==> src/rtl/gpio_lvl_pkg.sv <==
package gpio_lvl_pkg;

  // Word offsets; fixed by the software view of the block.
  localparam logic [7:0] OFS_DOUT   = 8'h00;
  localparam logic [7:0] OFS_OE     = 8'h04;
  localparam logic [7:0] OFS_LEVEL  = 8'h08;
  localparam logic [7:0] OFS_STATUS = 8'h0C;
  localparam logic [7:0] OFS_POLA   = 8'h10;
  localparam logic [7:0] OFS_ENABLE = 8'h14;
  localparam logic [7:0] OFS_POLB   = 8'h18;
  localparam logic [7:0] OFS_ROUTE  = 8'h1C;

  // Polarity packing: pins per type word and spacing between their bits.
  localparam int PINS_PER_POL_WORD = 8;
  localparam int POL_BIT_STRIDE    = 4;

  typedef enum logic [3:0] {
    SEL_NONE, SEL_DOUT, SEL_OE, SEL_LEVEL, SEL_STATUS,
    SEL_POLA, SEL_ENABLE, SEL_POLB, SEL_ROUTE
  } reg_sel_e;

endpackage

==> src/rtl/gpio_lvl_sync.sv <==
module gpio_lvl_sync #(
  parameter int WIDTH  = 12,
  parameter int STAGES = 2
) (
  input  logic             clk,
  input  logic             rst_n,
  input  logic [WIDTH-1:0] d_async,
  output logic [WIDTH-1:0] q_sync
);

  logic [WIDTH-1:0] stage_q [STAGES];

  for (genvar s = 0; s < STAGES; s++) begin : g_stage
    if (s == 0) begin : g_first
      always_ff @(posedge clk or negedge rst_n) begin
        if (!rst_n) stage_q[s] <= '0;
        else        stage_q[s] <= d_async;
      end
    end else begin : g_next
      always_ff @(posedge clk or negedge rst_n) begin
        if (!rst_n) stage_q[s] <= '0;
        else        stage_q[s] <= stage_q[s-1];
      end
    end
  end

  assign q_sync = stage_q[STAGES-1];

endmodule

==> src/rtl/gpio_lvl_irq.sv <==
module gpio_lvl_irq #(
  parameter int NUM_PINS = 12
) (
  input  logic                clk,
  input  logic                rst_n,
  input  logic [NUM_PINS-1:0] level,
  input  logic [NUM_PINS-1:0] polarity,
  input  logic [NUM_PINS-1:0] enable,
  input  logic [NUM_PINS-1:0] ack,
  output logic [NUM_PINS-1:0] status,
  output logic                irq
);

  logic [NUM_PINS-1:0] active;

  // Polarity 1 inverts the level so that low becomes the active state.
  assign active = level ^ polarity;

  // Set dominates acknowledge: a still-active source re-latches at once.
  always_ff @(posedge clk or negedge rst_n) begin
    if (!rst_n) begin
      status <= '0;
      irq    <= 1'b0;
    end else begin
      status <= (status & ~ack) | active;
      irq    <= |(status & enable);
    end
  end

  for (genvar p = 0; p < NUM_PINS; p++) begin : g_chk
    AST_LEVEL_SETS: assert property (@(posedge clk) disable iff (!rst_n)
      active[p] |=> status[p]);
    AST_STATUS_HOLDS: assert property (@(posedge clk) disable iff (!rst_n)
      (status[p] && !ack[p]) |=> status[p]);
    AST_ACK_DURING_LEVEL: assert property (@(posedge clk) disable iff (!rst_n)
      (ack[p] && active[p]) |=> status[p]);
    AST_ENABLED_RAISES: assert property (@(posedge clk) disable iff (!rst_n)
      (status[p] && enable[p]) |=> irq);
  end

  AST_NO_SPURIOUS_IRQ: assert property (@(posedge clk) disable iff (!rst_n)
    ((status & enable) == '0) |=> !irq);

endmodule

==> src/rtl/gpio_lvl_regs.sv <==
module gpio_lvl_regs
  import gpio_lvl_pkg::*;
#(
  parameter int NUM_PINS = 12,
  parameter int ADDR_W   = 8,
  parameter int DATA_W   = 32
) (
  input  logic                clk,
  input  logic                rst_n,
  input  logic                bus_sel,
  input  logic                bus_wr,
  input  logic [ADDR_W-1:0]   bus_addr,
  input  logic [DATA_W-1:0]   bus_wdata,
  output logic [DATA_W-1:0]   bus_rdata,
  input  logic [NUM_PINS-1:0] level,
  input  logic [NUM_PINS-1:0] status,
  output logic [NUM_PINS-1:0] dout,
  output logic [NUM_PINS-1:0] oe,
  output logic [NUM_PINS-1:0] polarity,
  output logic [NUM_PINS-1:0] enable,
  output logic [NUM_PINS-1:0] ack
);

  localparam int PAD_W = DATA_W - NUM_PINS;

  reg_sel_e          sel;
  logic              wr_stb;
  logic [DATA_W-1:0] route_q;
  logic [DATA_W-1:0] pola_word;
  logic [DATA_W-1:0] polb_word;

  always_comb begin
    unique case (bus_addr)
      ADDR_W'(OFS_DOUT):   sel = SEL_DOUT;
      ADDR_W'(OFS_OE):     sel = SEL_OE;
      ADDR_W'(OFS_LEVEL):  sel = SEL_LEVEL;
      ADDR_W'(OFS_STATUS): sel = SEL_STATUS;
      ADDR_W'(OFS_POLA):   sel = SEL_POLA;
      ADDR_W'(OFS_ENABLE): sel = SEL_ENABLE;
      ADDR_W'(OFS_POLB):   sel = SEL_POLB;
      ADDR_W'(OFS_ROUTE):  sel = SEL_ROUTE;
      default:             sel = SEL_NONE;
    endcase
  end

  assign wr_stb = bus_sel && bus_wr;

  // Acknowledge pulses only in the cycle of a status write.
  assign ack = (wr_stb && sel == SEL_STATUS) ? bus_wdata[NUM_PINS-1:0] : '0;

  always_ff @(posedge clk or negedge rst_n) begin
    if (!rst_n) begin
      dout     <= '0;
      oe       <= '0;
      enable   <= '0;
      polarity <= '0;
      route_q  <= '0;
    end else if (wr_stb) begin
      case (sel)
        SEL_DOUT:   dout    <= bus_wdata[NUM_PINS-1:0];
        SEL_OE:     oe      <= bus_wdata[NUM_PINS-1:0];
        SEL_ENABLE: enable  <= bus_wdata[NUM_PINS-1:0];
        SEL_ROUTE:  route_q <= bus_wdata;
        SEL_POLA: begin
          for (int p = 0; p < NUM_PINS; p++)
            if (p < PINS_PER_POL_WORD)
              polarity[p] <= bus_wdata[POL_BIT_STRIDE*p];
        end
        SEL_POLB: begin
          for (int p = 0; p < NUM_PINS; p++)
            if (p >= PINS_PER_POL_WORD)
              polarity[p] <= bus_wdata[POL_BIT_STRIDE*(p-PINS_PER_POL_WORD)];
        end
        default: ;
      endcase
    end
  end

  // Spread the packed polarity bits back to every fourth bit position.
  always_comb begin
    pola_word = '0;
    polb_word = '0;
    for (int p = 0; p < NUM_PINS; p++) begin
      if (p < PINS_PER_POL_WORD)
        pola_word[POL_BIT_STRIDE*p] = polarity[p];
      else
        polb_word[POL_BIT_STRIDE*(p-PINS_PER_POL_WORD)] = polarity[p];
    end
  end

  always_comb begin
    bus_rdata = '0;
    if (bus_sel) begin
      case (sel)
        SEL_DOUT:   bus_rdata = {{PAD_W{1'b0}}, dout};
        SEL_OE:     bus_rdata = {{PAD_W{1'b0}}, oe};
        SEL_LEVEL:  bus_rdata = {{PAD_W{1'b0}}, level};
        SEL_STATUS: bus_rdata = {{PAD_W{1'b0}}, status};
        SEL_POLA:   bus_rdata = pola_word;
        SEL_ENABLE: bus_rdata = {{PAD_W{1'b0}}, enable};
        SEL_POLB:   bus_rdata = polb_word;
        SEL_ROUTE:  bus_rdata = route_q;
        default:    bus_rdata = '0;
      endcase
    end
  end

  AST_UNMAPPED_READS_ZERO: assert property (@(posedge clk) disable iff (!rst_n)
    (sel == SEL_NONE) |-> (bus_rdata == '0));
  AST_OUT_UPPER_ZERO: assert property (@(posedge clk) disable iff (!rst_n)
    (sel == SEL_DOUT || sel == SEL_OE) |-> (bus_rdata[DATA_W-1:NUM_PINS] == '0));
  AST_ACK_ONLY_ON_WRITE: assert property (@(posedge clk) disable iff (!rst_n)
    !wr_stb |-> (ack == '0));

endmodule

==> src/rtl/gpio_lvl_top.sv <==
module gpio_lvl_top #(
  parameter int NUM_PINS    = 12,
  parameter int ADDR_W      = 8,
  parameter int DATA_W      = 32,
  parameter int SYNC_STAGES = 2
) (
  input  logic                clk,
  input  logic                rst_n,
  input  logic                bus_sel,
  input  logic                bus_wr,
  input  logic [ADDR_W-1:0]   bus_addr,
  input  logic [DATA_W-1:0]   bus_wdata,
  output logic [DATA_W-1:0]   bus_rdata,
  input  logic [NUM_PINS-1:0] pin_in,
  output logic [NUM_PINS-1:0] pin_out,
  output logic [NUM_PINS-1:0] pin_oe,
  output logic                irq_out
);

  logic [NUM_PINS-1:0] level_s;
  logic [NUM_PINS-1:0] status_q;
  logic [NUM_PINS-1:0] pol_q;
  logic [NUM_PINS-1:0] en_q;
  logic [NUM_PINS-1:0] ack_p;

  gpio_lvl_sync #(.WIDTH(NUM_PINS), .STAGES(SYNC_STAGES)) u_sync (
    .clk     (clk),
    .rst_n   (rst_n),
    .d_async (pin_in),
    .q_sync  (level_s)
  );

  gpio_lvl_regs #(.NUM_PINS(NUM_PINS), .ADDR_W(ADDR_W), .DATA_W(DATA_W)) u_regs (
    .clk       (clk),
    .rst_n     (rst_n),
    .bus_sel   (bus_sel),
    .bus_wr    (bus_wr),
    .bus_addr  (bus_addr),
    .bus_wdata (bus_wdata),
    .bus_rdata (bus_rdata),
    .level     (level_s),
    .status    (status_q),
    .dout      (pin_out),
    .oe        (pin_oe),
    .polarity  (pol_q),
    .enable    (en_q),
    .ack       (ack_p)
  );

  gpio_lvl_irq #(.NUM_PINS(NUM_PINS)) u_irq (
    .clk      (clk),
    .rst_n    (rst_n),
    .level    (level_s),
    .polarity (pol_q),
    .enable   (en_q),
    .ack      (ack_p),
    .status   (status_q),
    .irq      (irq_out)
  );

  AST_IRQ_NEEDS_STATUS: assert property (@(posedge clk) disable iff (!rst_n)
    $rose(irq_out) |-> $past(status_q != '0));

endmodule

==> config.mk <==
export PLATFORM = sky130hd
export DESIGN_NAME = gpio_lvl_top
export DESIGN_NICKNAME = d
export VERILOG_FILES = /design/src/rtl/gpio_lvl_pkg.sv /design/src/rtl/gpio_lvl_sync.sv /design/src/rtl/gpio_lvl_irq.sv /design/src/rtl/gpio_lvl_regs.sv /design/src/rtl/gpio_lvl_top.sv
export SDC_FILE = /design/constraint.sdc
export NUM_CORES = 1
export LEC_CHECK = 0
export BUFFER_PORTS_ARGS = -buffer_cell sky130_fd_sc_hd__buf_2
export CAP_MARGIN = 20
export CORE_MARGIN = 5
export CORE_UTILIZATION = 35
export CTS_CLUSTER_DIAMETER = 60
export DETAILED_ROUTE_END_ITERATION = 10
export GPL_TIMING_DRIVEN = 0
export PLACE_DENSITY = 0.53
export SYNTH_ARGS = -nofsm -noshare
export SYNTH_HDL_FRONTEND = slang
export SYNTH_HIERARCHICAL = 1
export SYNTH_SLANG_ARGS = --single-unit
==> constraint.sdc <==
create_clock -name clk -period 4.4 [get_ports clk]
set_input_delay 0.44 -clock clk [delete_from_list [all_inputs] [get_ports clk]]
set_output_delay 0.44 -clock clk [all_outputs]
set_load 0.05 [all_outputs]
Word-level counts from Yosys, hierarchy flattened:

Memories as Yosys holds them, arrays and structs flattened.
Cells that the tools add are included.

* memories: 1
* register bits after elaboration: 117
* input bits: 56
* bits in read-only memories: 128
* logic and storage cells: 38
* output and inout port bits: 57
* bits in latches: 0
* RAM bits: 0

* shifts and indexed selects: 0
* add/subtract/negate cells: 0
* $lt $le $gt $ge: 0
* bitwise operators: 5
* muxes and demuxes: 4
* multiply operators: 0
* divide/modulo/power cells: 0
* eq/ne operators: 8
* reduce and logical (&&, ||, !) cells: 10

Memory list
* (no name shown): words 32, bits a word 4, rd ports 1, clocked after memory_dff 0, write ports 0, line gpio_lvl_regs.sv:33 `unique case (bus_addr)`

Operators by type and width (number)
* $pmux W32 S8: 1
* $mux W32: 1
* $and A12 B12 Y12: 2
* $eq A4 B3 Y1 const B: 4
* $mux W12: 1
* $not A12 Y12: 1
* $or A12 B12 Y12: 1
* $reduce_and A2 Y1: 6
* $reduce_or A12 Y1: 1
* $xor A12 B12 Y12: 1
* $eq A4 B2 Y1 const B: 2
* $eq A4 B1 Y1 const B: 1
* $eq A4 B4 Y1 const B: 1
* $mux W4: 1
* $logic_not A3 Y1: 1
* $logic_and A1 B1 Y1: 2

Depth between registers and ports, before layout:

* depth in word-level cells: 8
* gate-level depth with buffers: 6
* depth with buffers taken out: 4

Hierarchy:

Netlist, hierarchy kept.

Modules (own cells, without submodules)
* gpio_lvl_regs: cells an instance 341, area an instance 4108.9 sq um, times used 1, seq. area each 2001.9 sq um
* gpio_lvl_sync: cells an instance 36, area an instance 690.7 sq um, times used 1, seq. area each 600.6 sq um
* gpio_lvl_irq: cells an instance 56, area an instance 611.8 sq um, times used 1, seq. area each 325.3 sq um

Worst setup path before layout:

No wires, ideal clock.

* kind: input-to-output
* from: input bus_addr[0]
* to: output bus_rdata[11]
* stages: 5
* data required time: 3.960 ns
* arrival: 2.424 ns
* path buffers: 1
* setup slack: 1.536 ns
* cell sequence: or3_1 buf_4 nor4_1 a21oi_1 a21oi_1

* cells in the longest elaborated chain, start to end: 5
* elaborated cells on any way between the ends: 12
* classes of those cells: eq/ne: 8; mux: 3; memory: 1

Ends and longest elaborated chain
* start, declared: line gpio_lvl_top.sv:11 `input logic [ADDR_W-1:0] bus_addr,`
* $mem_v2 Z32 W4 (*)
* $mux W4 (*): line gpio_lvl_regs.sv:33
* $eq A4 B4 Y1 (tied with other cells): line gpio_lvl_regs.sv:94 `case (sel)`
* $pmux W32 S8 (*): line gpio_lvl_regs.sv:94
* $mux W32 (*): line gpio_lvl_regs.sv:93 `if (bus_sel) begin`
* end, declared: line gpio_lvl_top.sv:13 `output logic [DATA_W-1:0] bus_rdata,`

Every way passes the cells marked *; elsewhere a longest branch is shown, timed or not.

Worst setup path after layout:

* from: input bus_addr[6]
* to: output bus_rdata[16]

* cells in the longest elaborated chain, start to end: 5
* elaborated cells on any way between the ends: 12
* classes of those cells: eq/ne: 8; mux: 3; reduce/logical: 1

Ends and longest elaborated chain (line)
* $logic_not A3 Y1 (*): gpio_lvl_regs.sv:33
* $mux W4 (*): gpio_lvl_regs.sv:33
* $eq A4 B4 Y1 (tied with other cells): gpio_lvl_regs.sv:94
* $pmux W32 S8 (*): gpio_lvl_regs.sv:94
* $mux W32 (*): gpio_lvl_regs.sv:93

Marked as above.

==> flow_summary.yaml <==
critical_path:
  arrival_ns: 2.76
  cp.required_ns: 3.96
  path_max_fanout: 10
  cp-start-kind: "input port"
  max_stage_delay_ns: 0.61
  r2r_slack_ns: 3.24
  path_cells: "buf_2, or2_2, clkbuf_1, nor3_4, clkbuf_1, nand3_1, a21oi_1, buf_2"
  path_class: "in2out"
  worstSetupEndpointType: "primary output"
  r2r_cells: 3
  slowest_stage: "clkbuf_1"
clock_network:
  insertion_delay_ns: 0.42
  cts_tree: "built"
  htree_levels: 4
  path_clk_slew_ns: 0.05
  cts_buffer_depth: 2
  ctsRootBufferMaster: "clkbuf_16"
  cts_made_buffers: 17
  clock_sinks: 117
placement:
  place_ws_ns: 1.07
  placedCellCount: 733
  dpl.hpwl_um: 10800
  gp_congestion: 0.818
  port_buffers: 111
die:
  ios: 113
  die_h_um: 134
  core_area_sq_um: 15200
  die_w_um: 134
  die_area_sq_um: 18000
  start_util_pct: 35.6
  rows: 45
synthesis:
  seq_area_frac_synth_pct: 54.1
  synth_top_family_by_area: "multiplexers"
  yosys.cell_types.count: 33
  synthCells: 433
  yosys.area.top_type: "dfrtp_1"
  yosysTopAreaCellShare_pct: 54.1
  synthTopCellsByArea: "dfrtp_1, mux2_2, mux2_4"
  syn_area_per_cell_sq_um: 12.5
  synth-compound-area-share_pct: 6.80
  synth-simple-area-share_pct: 9.76
  synthAdderAreaFrac_pct: 0
  syn_nets: 489
  synth_mux_area_share_pct: 22.8
  syn_area_sq_um: 5410
  ys_ff_latch: 117
  synthXorXnorAreaFrac_pct: 1.94
  yosys_warnings: 6
global_routing:
  grt_start_max_net_pins: 76
  antenna_found_initial: 1
  grt_usage_pct: 17.3
  gr-total-overflow: 0
  grt_pass1_wl_um: 23300
  grt_pass1_vias: 4128
sta:
  tightest_slew_ns: 0.830
  slew_violations: 0
  setup_viol: 0
  tns_ns: 0
  rsz0062_at_grt: "false"
  holdWs_ns: 0.121
  fin_crit_sh_pct: 72.7
  max_slew_margin_pct: 44.1
  clock_skew_ns: 0.0180
  fin_ws_ns: 1.20
  fin_crit_ns: 3.20
  hold_viol: 0
  fmaxAchievable_mhz: 312
route:
  avgViaCountPerCell: 5.09
  ant_nets: 0
  route.vias.total: 3908
  dr.pass1.iters: 5
  drtIter0Drc: 235
  drc_errors: 0
  drt-total-wl_um: 15200
  avgRoutedWirePerCell_um: 19.8
cells_and_area:
  instances_no_fill: 768
  multi_input_area_sq_um: 2240
  register_area_sq_um: 2930
  nFillCells: 1452
  final_nets: 622
  drive_above_1_share_pct: 47.3
  syn2layout_area_growth_pct: 27.1
flow_run:
  maxCapViolCount: 0
outcome:
  outcome: "finished clean"
pwr:
  p_per_area_nw_per_um2: 402
  ir_drop_uv: 254
  leakagePower_nw: 3.54
worst_hold_path:
  min-delay-path-class: "in2reg"
  min_delay_path_depth: 1
==> layout make-up <==
cell class                      count  area share (%)
Antenna cell                        1          0.0364
Buffer                             36            2.95
Clock buffer                       24            7.30
Clock inverter                      8            1.75
Inverter                           12           0.655
Multi-Input combinational cell    268            32.5
Sequential cell                   117            42.6
Tap cell                          188            3.42
Timing Repair Buffer              114            8.79
==> what timing repair did <==
item                      CTS  global route
hold endpoints to repair   42             0
gates resized for setup     0             0
hold buffers                1             0
setup buffers               0             0
==> final timing paths <==
path,from,to
worst max-delay path,bus_addr[6],bus_rdata[16]
worst min-delay path,pin_in[1],u_sync/stage_q[13]$_DFF_PN0_
worst max register to register,u_regs/enable[5]$_DFFE_PN0P_,u_irq/irq$_DFF_PN0_
worst min register to register,u_sync/stage_q[14]$_DFF_PN0_,u_sync/q_sync[2]$_DFF_PN0_
max in group asynchronous,rst_n,u_regs/route_q[2]$_DFFE_PN0P_
min in group asynchronous,rst_n,u_sync/stage_q[20]$_DFF_PN0_
==> where the power goes <==
part	switching, mW	internal, mW	total [mW]
sequential	0.0181	1.11	1.13
clock	0.472	0.962	1.43
combinational	0.123	0.0787	0.202
total	0.613	2.15	2.76
==> cells in the mapped netlist <==
library cell	count
dfrtp_1	117
mux2_2	83
a21oi_1	22
and2_1	15
and3_1	15
mux2i_1	15
o21ai_0	15
nand3_1	14
buf_4	13
clkbuf_1	12
inv_1	12
xnor2_1	12
mux2_4	10
a22oi_1	9
buf_2	8
nand2_1	8
nor2_1	8
nor3_1	8
a31oi_1	7
or2_2	6
a221oi_2	3
a22o_1	3
nand2_2	3
nand3b_1	3
nand2b_1	2
nor3_4	2
nor4_1	2
buf_1	1
buf_6	1
clkbuf_2	1
nor2b_1	1
nor4_4	1
or3_1	1
==> routing by layer <==
metal  GRT usage [%]  wire length (um)
met2            26.6              7240
met5               0                 0
met4            7.35               376
met3            5.93               948
met1            22.4              6600
==> sequential cells by signal, indices dropped and copies added (netlist names) <==
signal           count
u_regs/enable       12
u_irq/status        12
u_sync/stage_q      12
u_regs/dout         12
u_irq/irq            1
u_regs/oe           12
u_regs/polarity     12
u_sync/q_sync       12
u_regs/route_q      32
==> critical path, delay by kind of cell <==
| family | cells | cell delay (ns) |
|---|---|---|
| and+or+nand+nor | 3 | 0.90 |
| AOI/OAI and AO/OA | 1 | 0.16 |
| buffers and inverters | 4 | 1.26 |
==> placed cells by master, fill, tap and decap left out, drive strengths merged <==
master       count
a21oi           22
a221oi           3
a22o             3
a22oi            9
a31oi            7
and2            15
and3            15
buf            135
bufinv           3
clkbuf          38
clkinv           3
clkinvlp         2
dfrtp          117
diode            1
dlygate4sd3      1
inv             12
mux2            93
mux2i           15
nand2           11
nand2b           2
nand3           14
nand3b           3
nor2             8
nor2b            1
nor3            10
nor4             3
o21ai           15
or2              6
or3              1
xnor2           12
==> stage by stage <==
stage	cell area [sq um]	utilization [%]	power [mW]
after floorplan	5410	-	1.25
after global placement	6200	40.8	1.34
after detailed placement	6240	41.0	1.35
after CTS	6870	45.2	2.80
after global routing	6880	45.2	2.88
final	6880	45.2	2.76
==> cell families after synthesis <==
| family | Yosys count |
|---|---|
| buffers and inverters | 48 |
| multiplexers | 108 |
| flip-flops | 117 |
| XOR/XNOR | 12 |
| AND/OR/NAND/NOR | 89 |
| AO/OA/AOI/OAI | 59 |
(Power assumes the default switching activity.)
